$ cat src/rtl/dbell_pkg.sv
package dbell_pkg;
   localparam int KIND_MSB  = 31;
   localparam int KIND_LSB  = 27;
   localparam int BCAST_POS = 26;
   localparam int KIND_W    = KIND_MSB - KIND_LSB + 1;

   typedef enum logic [KIND_W-1:0] {
      DK_NORMAL     = 5'd0,
      DK_CRITICAL   = 5'd1,
      DK_GUEST      = 5'd2,
      DK_GUEST_CRIT = 5'd3,
      DK_GUEST_MC   = 5'd4
   } dbell_kind_e;

   typedef struct packed {
      logic crit;
      logic norm;
   } dbell_req_t;

   function automatic dbell_req_t kind_to_req(input logic [KIND_W-1:0] k);
      dbell_req_t r;
      r.norm = (k == DK_NORMAL);
      r.crit = (k == DK_CRITICAL);
      return r;
   endfunction
endpackage

$ cat src/rtl/dbell_decode.sv
module dbell_decode
   import dbell_pkg::*;
#(
   parameter int OPND_W = 32,
   parameter int TAG_W  = 14
) (
   input  logic [OPND_W-1:0] opnd,
   output dbell_req_t        req,
   output logic              bcast,
   output logic [TAG_W-1:0]  tag
);
   generate
      if (OPND_W <= KIND_MSB) begin : g_bad_opnd
         $error("dbell_decode: OPND_W too narrow for kind field");
      end
      if (TAG_W < 1 || TAG_W > BCAST_POS) begin : g_bad_tag
         $error("dbell_decode: TAG_W overlaps broadcast field");
      end
   endgenerate

   always_comb begin
      req   = kind_to_req(opnd[KIND_MSB:KIND_LSB]);
      bcast = opnd[BCAST_POS];
      tag   = opnd[TAG_W-1:0];
   end
endmodule

$ cat src/rtl/dbell_route.sv
module dbell_route
   import dbell_pkg::*;
#(
   parameter int                         NUM_CORES = 4,
   parameter int                         TAG_W     = 14,
   parameter logic [NUM_CORES*TAG_W-1:0] CORE_IDS  = '0
) (
   input  logic       [NUM_CORES-1:0]       snd_vld,
   input  dbell_req_t [NUM_CORES-1:0]       snd_req,
   input  logic       [NUM_CORES-1:0]       snd_bcast,
   input  logic       [NUM_CORES*TAG_W-1:0] snd_tag,
   output logic       [NUM_CORES-1:0]       set_norm,
   output logic       [NUM_CORES-1:0]       set_crit
);
   genvar r;
   generate
      for (r = 0; r < NUM_CORES; r++) begin : g_rcv
         localparam logic [TAG_W-1:0] MY_ID = CORE_IDS[r*TAG_W +: TAG_W];
         logic [NUM_CORES-1:0] hit;
         always_comb begin
            for (int s = 0; s < NUM_CORES; s++) begin
               hit[s] = snd_vld[s] &
                        (snd_bcast[s] | (snd_tag[s*TAG_W +: TAG_W] == MY_ID));
            end
         end
         always_comb begin
            set_norm[r] = 1'b0;
            set_crit[r] = 1'b0;
            for (int s = 0; s < NUM_CORES; s++) begin
               set_norm[r] = set_norm[r] | (hit[s] & snd_req[s].norm);
               set_crit[r] = set_crit[r] | (hit[s] & snd_req[s].crit);
            end
         end
      end
   endgenerate
endmodule

$ cat src/rtl/dbell_pend_bank.sv
module dbell_pend_bank #(
   parameter int NUM_CORES = 4
) (
   input  logic                 clk,
   input  logic                 rst_n,
   input  logic [NUM_CORES-1:0] set_norm,
   input  logic [NUM_CORES-1:0] set_crit,
   input  logic [NUM_CORES-1:0] clr_norm,
   input  logic [NUM_CORES-1:0] clr_crit,
   output logic [NUM_CORES-1:0] pend_norm,
   output logic [NUM_CORES-1:0] pend_crit
);
   genvar c;
   generate
      for (c = 0; c < NUM_CORES; c++) begin : g_core
         always_ff @(posedge clk) begin
            if (!rst_n) begin
               pend_norm[c] <= 1'b0;
               pend_crit[c] <= 1'b0;
            end else begin
               pend_norm[c] <= set_norm[c] | (pend_norm[c] & ~clr_norm[c]);
               pend_crit[c] <= set_crit[c] | (pend_crit[c] & ~clr_crit[c]);
            end
         end
      end
   endgenerate
endmodule

$ cat src/rtl/dbell_msg_unit.sv
module dbell_msg_unit
   import dbell_pkg::*;
#(
   parameter int                         NUM_CORES = 4,
   parameter int                         TAG_W     = 14,
   parameter int                         OPND_W    = 32,
   parameter logic [NUM_CORES*TAG_W-1:0] CORE_IDS  = {14'd3, 14'd2, 14'd1, 14'd0}
) (
   input  logic                        clk,
   input  logic                        rst_n,
   input  logic [NUM_CORES-1:0]        snd_vld,
   input  logic [NUM_CORES*OPND_W-1:0] snd_opnd,
   input  logic [NUM_CORES-1:0]        clr_vld,
   input  logic [NUM_CORES*OPND_W-1:0] clr_opnd,
   output logic [NUM_CORES-1:0]        pend_norm_o,
   output logic [NUM_CORES-1:0]        pend_crit_o,
   output logic [NUM_CORES-1:0]        hard_irq_o
);
   generate
      if (NUM_CORES < 1) begin : g_bad_n
         $error("dbell_msg_unit: NUM_CORES must be at least 1");
      end
   endgenerate

   dbell_req_t [NUM_CORES-1:0]       s_req;
   logic       [NUM_CORES-1:0]       s_bcast;
   logic       [NUM_CORES*TAG_W-1:0] s_tag;
   dbell_req_t [NUM_CORES-1:0]       c_req;
   logic       [NUM_CORES-1:0]       c_bcast_unused;
   logic       [NUM_CORES*TAG_W-1:0] c_tag_unused;
   logic       [NUM_CORES-1:0]       set_norm, set_crit, clr_norm, clr_crit;

   genvar c;
   generate
      for (c = 0; c < NUM_CORES; c++) begin : g_dec
         dbell_decode #(.OPND_W(OPND_W), .TAG_W(TAG_W)) u_snd_dec (
            .opnd  (snd_opnd[c*OPND_W +: OPND_W]),
            .req   (s_req[c]),
            .bcast (s_bcast[c]),
            .tag   (s_tag[c*TAG_W +: TAG_W])
         );
         dbell_decode #(.OPND_W(OPND_W), .TAG_W(TAG_W)) u_clr_dec (
            .opnd  (clr_opnd[c*OPND_W +: OPND_W]),
            .req   (c_req[c]),
            .bcast (c_bcast_unused[c]),
            .tag   (c_tag_unused[c*TAG_W +: TAG_W])
         );
         assign clr_norm[c] = clr_vld[c] & c_req[c].norm;
         assign clr_crit[c] = clr_vld[c] & c_req[c].crit;
      end
   endgenerate

   dbell_route #(.NUM_CORES(NUM_CORES), .TAG_W(TAG_W), .CORE_IDS(CORE_IDS)) u_route (
      .snd_vld   (snd_vld),
      .snd_req   (s_req),
      .snd_bcast (s_bcast),
      .snd_tag   (s_tag),
      .set_norm  (set_norm),
      .set_crit  (set_crit)
   );

   dbell_pend_bank #(.NUM_CORES(NUM_CORES)) u_bank (
      .clk       (clk),
      .rst_n     (rst_n),
      .set_norm  (set_norm),
      .set_crit  (set_crit),
      .clr_norm  (clr_norm),
      .clr_crit  (clr_crit),
      .pend_norm (pend_norm_o),
      .pend_crit (pend_crit_o)
   );

   assign hard_irq_o = pend_norm_o | pend_crit_o;
endmodule

$ cat config.mk
export PLATFORM = sky130hd
export DESIGN_NAME = dbell_msg_unit
export DESIGN_NICKNAME = d
export VERILOG_FILES = /design/src/rtl/dbell_pkg.sv /design/src/rtl/dbell_decode.sv /design/src/rtl/dbell_route.sv /design/src/rtl/dbell_pend_bank.sv /design/src/rtl/dbell_msg_unit.sv
export SDC_FILE = /design/constraint.sdc
export NUM_CORES = 1
export LEC_CHECK = 0
export BUFFER_PORTS_ARGS = -buffer_cell sky130_fd_sc_hd__buf_2
export CELL_PAD_IN_SITES_DETAIL_PLACEMENT = 0
export CELL_PAD_IN_SITES_GLOBAL_PLACEMENT = 1
export CORE_MARGIN = 2
export CORE_UTILIZATION = 18
export CTS_CLUSTER_DIAMETER = 200
export DETAILED_ROUTE_END_ITERATION = 8
export MAX_ROUTING_LAYER = met4
export PLACE_DENSITY = 0.84
export SLEW_MARGIN = 10
export SYNTH_ARGS = -nofsm -noshare
export SYNTH_HDL_FRONTEND = slang
export SYNTH_HIERARCHICAL = 1
export SYNTH_SLANG_ARGS = --single-unit
$ cat constraint.sdc
create_clock -name clk -period 1.2 [get_ports clk]
set_input_delay 0 -clock clk [delete_from_list [all_inputs] [get_ports clk]]
set_output_delay 0 -clock clk [all_outputs]
set_load 0.1 [all_outputs]
### Yosys cells after proc, flatten, opt, wreduce, memory -nomap -nowiden

Index checks and enable logic that the tools add are counted.

| operators by class | value |
|---|---|
| bitwise operators | 121 |
| equality and inequality tests | 20 |
| reductions and logical operators | 12 |

Operators with widths:

| kind | number |
|---|---|
| 14-bit by 2-bit equality test with 1-bit output, second input constant | 8 |
| 1-bit bitwise AND | 64 |
| 14-bit by 1-bit equality test with 1-bit output, second input constant | 4 |
| 14-bit zero test | 4 |
| 1-bit bitwise OR | 48 |
| 5-bit by 1-bit equality test with 1-bit output, second input constant | 8 |
| 5-bit zero test | 8 |
| 1-bit NOT | 8 |
| 4-bit bitwise OR | 1 |

| word-level totals | value |
|---|---|
| register bits | 8 |
| input port bits | 266 |
| output and inout port bits | 12 |
| logic and storage cells | 161 |

### Longest topological paths before layout

Gate-level depths: netlist (run 1).

| depth | value |
|---|---|
| depth after elaboration | 8 |
| mapped depth | 7 |
| gate-level depth less buffers | 7 |

### Cells and area by module

The synthesis (run 1) kept the hierarchy.

Modules (own cells, without submodules):

| module | cells each | sequential area each (um2) | area each (um2) | instances |
|---|---|---|---|---|
| dbell_decode | 19 | 0.0 | 135.1 | 8 |
| dbell_route | 91 | 0.0 | 639.4 | 1 |
| dbell_pend_bank | 25 | 160.2 | 337.8 | 1 |
| dbell_msg_unit | 12 | 0.0 | 75.1 | 1 |

### Worst setup path after synthesis (run 1)

Ideal clock, no wire load.

| timing path | value |
|---|---|
| path type | register -> output |
| start | register u_bank.pend_crit[0] |
| end | output hard_irq_o[0] |
| path buffers | 0 |
| data arrival time | 1,751 ps |
| stages on the path, launching flop included | 2 |
| setup slack | -551 ps |
| required time | 1,200 ps |
| cell sequence | dfxtp_1 or2_1 |

| between the ends | value |
|---|---|
| cells in the longest elaborated chain, start to end | 1 |

RTL lines:

| element | line | RTL |
|---|---|---|
| from (decl) | dbell_pend_bank.sv:11 | `output logic [NUM_CORES-1:0] pend_crit` |
| from (signal, indexed assignment) | dbell_pend_bank.sv:22 | `pend_crit[c] <= set_crit[c] \| (pend_crit[c] & ~clr_crit[c]);` |
| 4-bit bitwise OR | dbell_msg_unit.sv:73 | `assign hard_irq_o = pend_norm_o \| pend_crit_o;` |
| to (decl) | dbell_msg_unit.sv:17 | `output logic [NUM_CORES-1:0] hard_irq_o` |

No other way between the ends.

==> results of run 1 <==
==> layout make-up <==
cell class | instances | area [um2] | share of cell area
tap | 111 | 138.9 | 0.06160
antenna | 1 | 2.502 | 0.001110
multi-input combinational | 142 | 1159 | 0.5139
sequential | 8 | 170.2 | 0.07547
timing repair buffer | 134 | 709.4 | 0.3147
inverter | 9 | 33.78 | 0.01498
clock buffer | 3 | 41.29 | 0.01831
==> per-layer routing <==
layer  up-vias  track usage
met2       105       0.1651
met5         -            -
li1        886            -
met1       800       0.1344
met4         0      0.02740
met3         6      0.01248
==> path summary, 6_finish.rpt <==
path,startpoint,depth (start not counted),to
setup / recovery,snd_opnd[31],7,u_bank/pend_norm[3]$_SDFF_PN0_
hold / removal,rst_n,2,u_bank/pend_crit[0]$_SDFF_PN0_
setup reg to reg,u_bank/pend_norm[1]$_SDFF_PN0_,2,u_bank/pend_norm[1]$_SDFF_PN0_
hold reg to reg,u_bank/pend_crit[3]$_SDFF_PN0_,2,u_bank/pend_crit[3]$_SDFF_PN0_
==> critical path: cells and delay by family <==
| kind | cells | cell delay [ns] |
|---|---|---|
| buffers and inverters | 1 | 0.09 |
| and+or+nand+nor | 5 | 1.21 |
| AOI/OAI and AO/OA | 1 | 0.09 |
==> state kept, by name, indices dropped and copies added (netlist names) <==
signal	cells
u_bank/pend_norm	4
u_bank/pend_crit	4
==> repair_timing <==
action                                  in CTS  in global routing
pin swaps                                    0                  3
gates resized for setup                     11                  8
hold buffers                                 0                  0
endpoints found under the setup margin       8                  8
==> stage by stage <==
| step | util | std cells | setup slack [ns] | TNS [ns] | power, mW |
|---|---|---|---|---|---|
| floorplan | - | 220 | -0.03964 | -0.07772 | 0.6672 |
| global placement | 0.2317 | 404 | -0.2990 | -1.981 | 0.7623 |
| detailed placement | 0.2317 | 404 | -0.3270 | -2.097 | 0.7705 |
| CTS | 0.2422 | 407 | -0.02946 | -0.04072 | 1.108 |
| global route | 0.2463 | 408 | -0.07563 | -0.3495 | 1.174 |
| finish | 0.2463 | 408 | -0.03170 | -0.03661 | 1.095 |
==> where the power goes <==
| group | switching, mW | internal [mW] |
|---|---|---|
| sequential | 0.00543 | 0.276 |
| combinational | 0.277 | 0.224 |
| clock | 0.0965 | 0.216 |
==> impl_results.md, run 1 <==
- Status: finished with violations
- Failing checks: setup timing
- Remaining antenna violation count: 0
- CTS Root Buffer Type: clkbuf_8
- Slew Limit Fails: 0
- Routed wl met2: 2.461 mm
- Initial antenna violation count: 1
- WP data arrival: 1.40 ns
- Fin worst setup slack: -0.03170 ns
- Pwr dens: 485.6 mW/mm2
- DRT Pass-1 Iters: 4
- Met3 Wirelength: 480 um
- Leakage: 1.087 nW
- Slew HR: 0.6524
- Syn nets: 486
- Cell area after layout: 0.002255 mm2
- Core box area: 0.009153 mm2
- PortBufs: 121
- Final Cycle Share: 1.026
- Crit-path cells: buf_2 -> or4_4 -> nor2_4 -> and3_4 -> and3_4 -> or4_4 -> o21a_1
- Fill cells: 1,044
- Slowest-stage cell, CP: or4_4
- Critical Path RT: 1.36 ns
- Average wire per standard cell: 13.19 um
- Commonest cells after routing, fill and taps aside: buf_2, nor2_1, buf_4
- Crit. End Element: flip-flop
- Global-route wire length before repair: 7.810 mm
- Vias in the first global route: 1,631
- Cell Area, Placed: 0.002121 mm2
- Ports: 278
- Final setup violation count: 3
- TritonCTS buffer count: 3
- Final Skew: 0 ns
- Crit path largest cell delay: 0.58 ns
- RSZ-0062 raised after global routing: yes
- Max Fclk: 811.9 MHz
- Worst-path maximum fanout: 3
- VDD IR-drop max: 0.2497 mV
- Share of layout cells above drive strength 1: 0.6588
- R2r setup slk: 0.48 ns
- Sinks on the clock net: 8
- Max Cap Viol: 0
- Wl on met1: 2.300 mm
- Clk buf depth: 2
- Hold_ws: 0.09109 ns
- H-tree depth: 1
- CTS tree: built
- RD Place Congestion: 0.9068
- CP startpoint kind: input port
- Detailed Place HPWL: 4.923 mm
- Die W: 100.7 um
- Hold Violations, Final: 0
- Top Metal Used: met4
- Drt initial violations: 43
- Critical path class: input port to flip-flop
- Placement row count: 35
- Clk slew on worst S/H paths: 0.04 ns
- Hold Crit Class: input port to flip-flop
- Post-Synthesis Cells: 220
- DR DRC count: 0
- Nets: 564
- Syn_area_per_cell: 7.649 um2
- Pin count of the biggest net entering global routing: 9
- Syn Std Cell Area: 0.001683 mm2
- Postcts setup bufs: 0
- Clock Latency Late Sink: 0.22 ns
- Vias: 1,797
- Min cycle time layout: 1.232 ns
- Syn-to-layout area delta: 33.98%
- Final WL: 5.380 mm
- Total track usage: 0.1021
- Slew at the pin closest to its max-slew limit: 0.5174 ns
- Yosys warns: 6
- Die Y: 100.7 um
- Vias per cell: 4.404
- Grt ovf: 0
- Starting Density: 0.1839
- Most common cell after layout, fill and taps aside: buf_2
- Die area: 0.01014 mm2
(Power assumes the default switching activity.)
==> run 2: changes to the inputs <==
- CAP_MARGIN: not set -> 20
- GPL_TIMING_DRIVEN: not set -> 0
==> run 2 against run 1 <==
- the run still ends with setup timing left
- die area stayed put
- core utilization up 0.93 points
- routed wire length fell by 3.5%
- clock skew is the same
- sequential power hardly changed
- register-to-register slack about the same
- combinational power up 9.4%
- setup slack better by 0.0083 ns
- non-clock buffer count is 13 lower
- cell area rose by 3.8%
- first-iteration DRC count rose by 67%
- clock power fell by 2%
==> impl_results.md, run 2 (synthesis results as in run 1) <==
- Failing checks: setup timing
- CP startpoint kind: input port
- PortBufs: 60
- Remaining antenna violation count: 0
- Crit-path cells: buf_6 -> or4_4 -> nor2_4 -> and3_4 -> and3_4 -> or4_4 -> o21a_1
- Sinks on the clock net: 8
- Sw power: 374.9 uW
- CP Buf/Inv Count: 1
- CTS tree: built
- Detailed Place HPWL: 4.704 mm
- Total track usage: 0.09850
- Slew HR: 0.6759
- RSZ-0062 raised after global routing: yes
- Final WL: 5.190 mm
- Final Skew: 0 ns
- Switching share of power: 0.3300
- Critical path class: input port to flip-flop
- Average wire per standard cell: 13.17 um
- RD Place Congestion: 0.9058
- Commonest cells after routing, fill and taps aside: buf_4, buf_2, nor2_1
- Placed insts: 391
- Logic pwr share: 0.482
- Final Non-Filler Cells: 394
- Placement row count: 35
- Clock Latency Late Sink: 0.22 ns
- Pwr dens: 485.6 mW/mm2
- Die W: 100.7 um
- Critical Path RT: 1.36 ns
- DRT Pass-1 Iters: 4
- Fin worst setup slack: -0.02338 ns
- Hold Crit Class: input port to flip-flop
- Drt initial violations: 72
- Die area: 0.01014 mm2
- Initial antenna violation count: 0
- WP data arrival: 1.39 ns
- Leakage: 1.084 nW
- Vias: 1,742
- Crit path max-delay family: simple AND/OR/NAND/NOR gates
- Most common cell after layout, fill and taps aside: buf_4
- Slowest-stage cell, CP: or4_4
- Starting Density: 0.1839
- Status: finished with violations
- Ports: 278
- Slew Limit Fails: 0
- Grt ovf: 0
- Biggest regs: u_bank/pend_crit: 4 flops, u_bank/pend_norm: 4 flops
- Clock Power Share: 0.271
- Clk buf depth: 2
- Hold Violations, Final: 0
- DR DRC count: 0
- Sequential share of power: 0.248
- Vias in the first global route: 1,653
- Global-route wire length before repair: 7.707 mm
- Core box area: 0.009153 mm2
- Pwr Total: 1.136 mW
- Max Cap Viol: 0
- Die Y: 100.7 um
- Pin count of the biggest net entering global routing: 9
- Clk slew on worst S/H paths: 0.04 ns
- Slew at the pin closest to its max-slew limit: 0.4895 ns
- Nets: 551
- Syn-to-layout area delta: 39.03%
- Worst-path maximum fanout: 3
- Post-CTS Hold Buffers: 0
- Final Cycle Share: 1.019
- VDD IR-drop max: 0.2420 mV
- Share of layout cells above drive strength 1: 0.6431
- ANT cells: 0
- Internal power: 761.2 uW
- Vias per cell: 4.421
- Final setup violation count: 2
- H-tree depth: 1
- Min cycle time layout: 1.223 ns
- TritonCTS buffer count: 3
- CTS Root Buffer Type: clkbuf_8
- Crit path largest cell delay: 0.57 ns
- Fill cells: 1,008
- Crit. End Element: flip-flop
- Max Fclk: 817.4 MHz
-- run 2: repair_timing --
action	in CTS	in global routing
setup buffers	0	0
pin swaps	7	12
resized for setup	12	10
setup endpoints to repair	8	8
-- run 2: worst paths after layout --
path	end	startpoint	cells after the start	slack, ns
setup / recovery	u_bank/pend_norm[3]$_SDFF_PN0_	snd_opnd[31]	7	-0.02
hold / removal	u_bank/pend_crit[0]$_SDFF_PN0_	rst_n	2	0.05
setup reg to reg	u_bank/pend_norm[1]$_SDFF_PN0_	u_bank/pend_norm[1]$_SDFF_PN0_	2	0.48
hold reg to reg	u_bank/pend_crit[3]$_SDFF_PN0_	u_bank/pend_crit[3]$_SDFF_PN0_	2	0.58
-- run 2: worst reg2reg max path, stage by stage (launching register included) --
cell	delay, ns
dfxtp_2	0.32
nor2b_4	0.12
o21a_1	0.16
-- run 2: routing by layer --
layer / vias up / track usage / wire length, um
met5: - / - / 0
met4: 0 / 0.009484 / 0
met3: 0 / 0.01664 / 433
met2: 86 / 0.1723 / 2525
met1: 793 / 0.1229 / 2232
li1: 863 / - / -
-- run 2: stage by stage --
| step | TNS (ns) | worst slack [ns] | area (um2) | util | hold slack, ns |
|---|---|---|---|---|---|
| final | -0.04002 | -0.02338 | 2340 | 0.2556 | 0.05329 |
| after global routing | -0.4231 | -0.07858 | 2340 | 0.2556 | 0.05536 |
| after CTS | -0.05000 | -0.01769 | 2278 | 0.2489 | 0.04951 |
| after detailed placement | -2.341 | -0.3418 | 2180 | 0.2381 | 0.2842 |
| after global placement | -2.132 | -0.3143 | 2180 | 0.2381 | 0.2730 |
| after floorplan | -0.07772 | -0.03964 | 1740 | - | 0.2509 |
-- run 2: layout make-up --
| type | instances | area, um2 | share of cell area |
|---|---|---|---|
| inverters | 9 | 33.78 | 0.01444 |
| repair buffers | 60 | 312.8 | 0.1337 |
| multi-input cells | 142 | 1181 | 0.5048 |
| clock buffers | 3 | 41.29 | 0.01765 |
| plain buffers | 61 | 461.7 | 0.1973 |
| well taps | 111 | 138.9 | 0.05936 |
| flip-flops and latches | 8 | 170.2 | 0.07273 |
-- run 2: power by group through the flow --
stage / Sequential (mW) / Combinational [mW] / Clock (mW)
floorplan: 0.337 / 0.330 / 0
global placement: 0.285 / 0.507 / 0
detailed placement: 0.286 / 0.521 / 0
CTS: 0.281 / 0.535 / 0.323
global route: 0.282 / 0.588 / 0.342
finish: 0.281 / 0.547 / 0.307
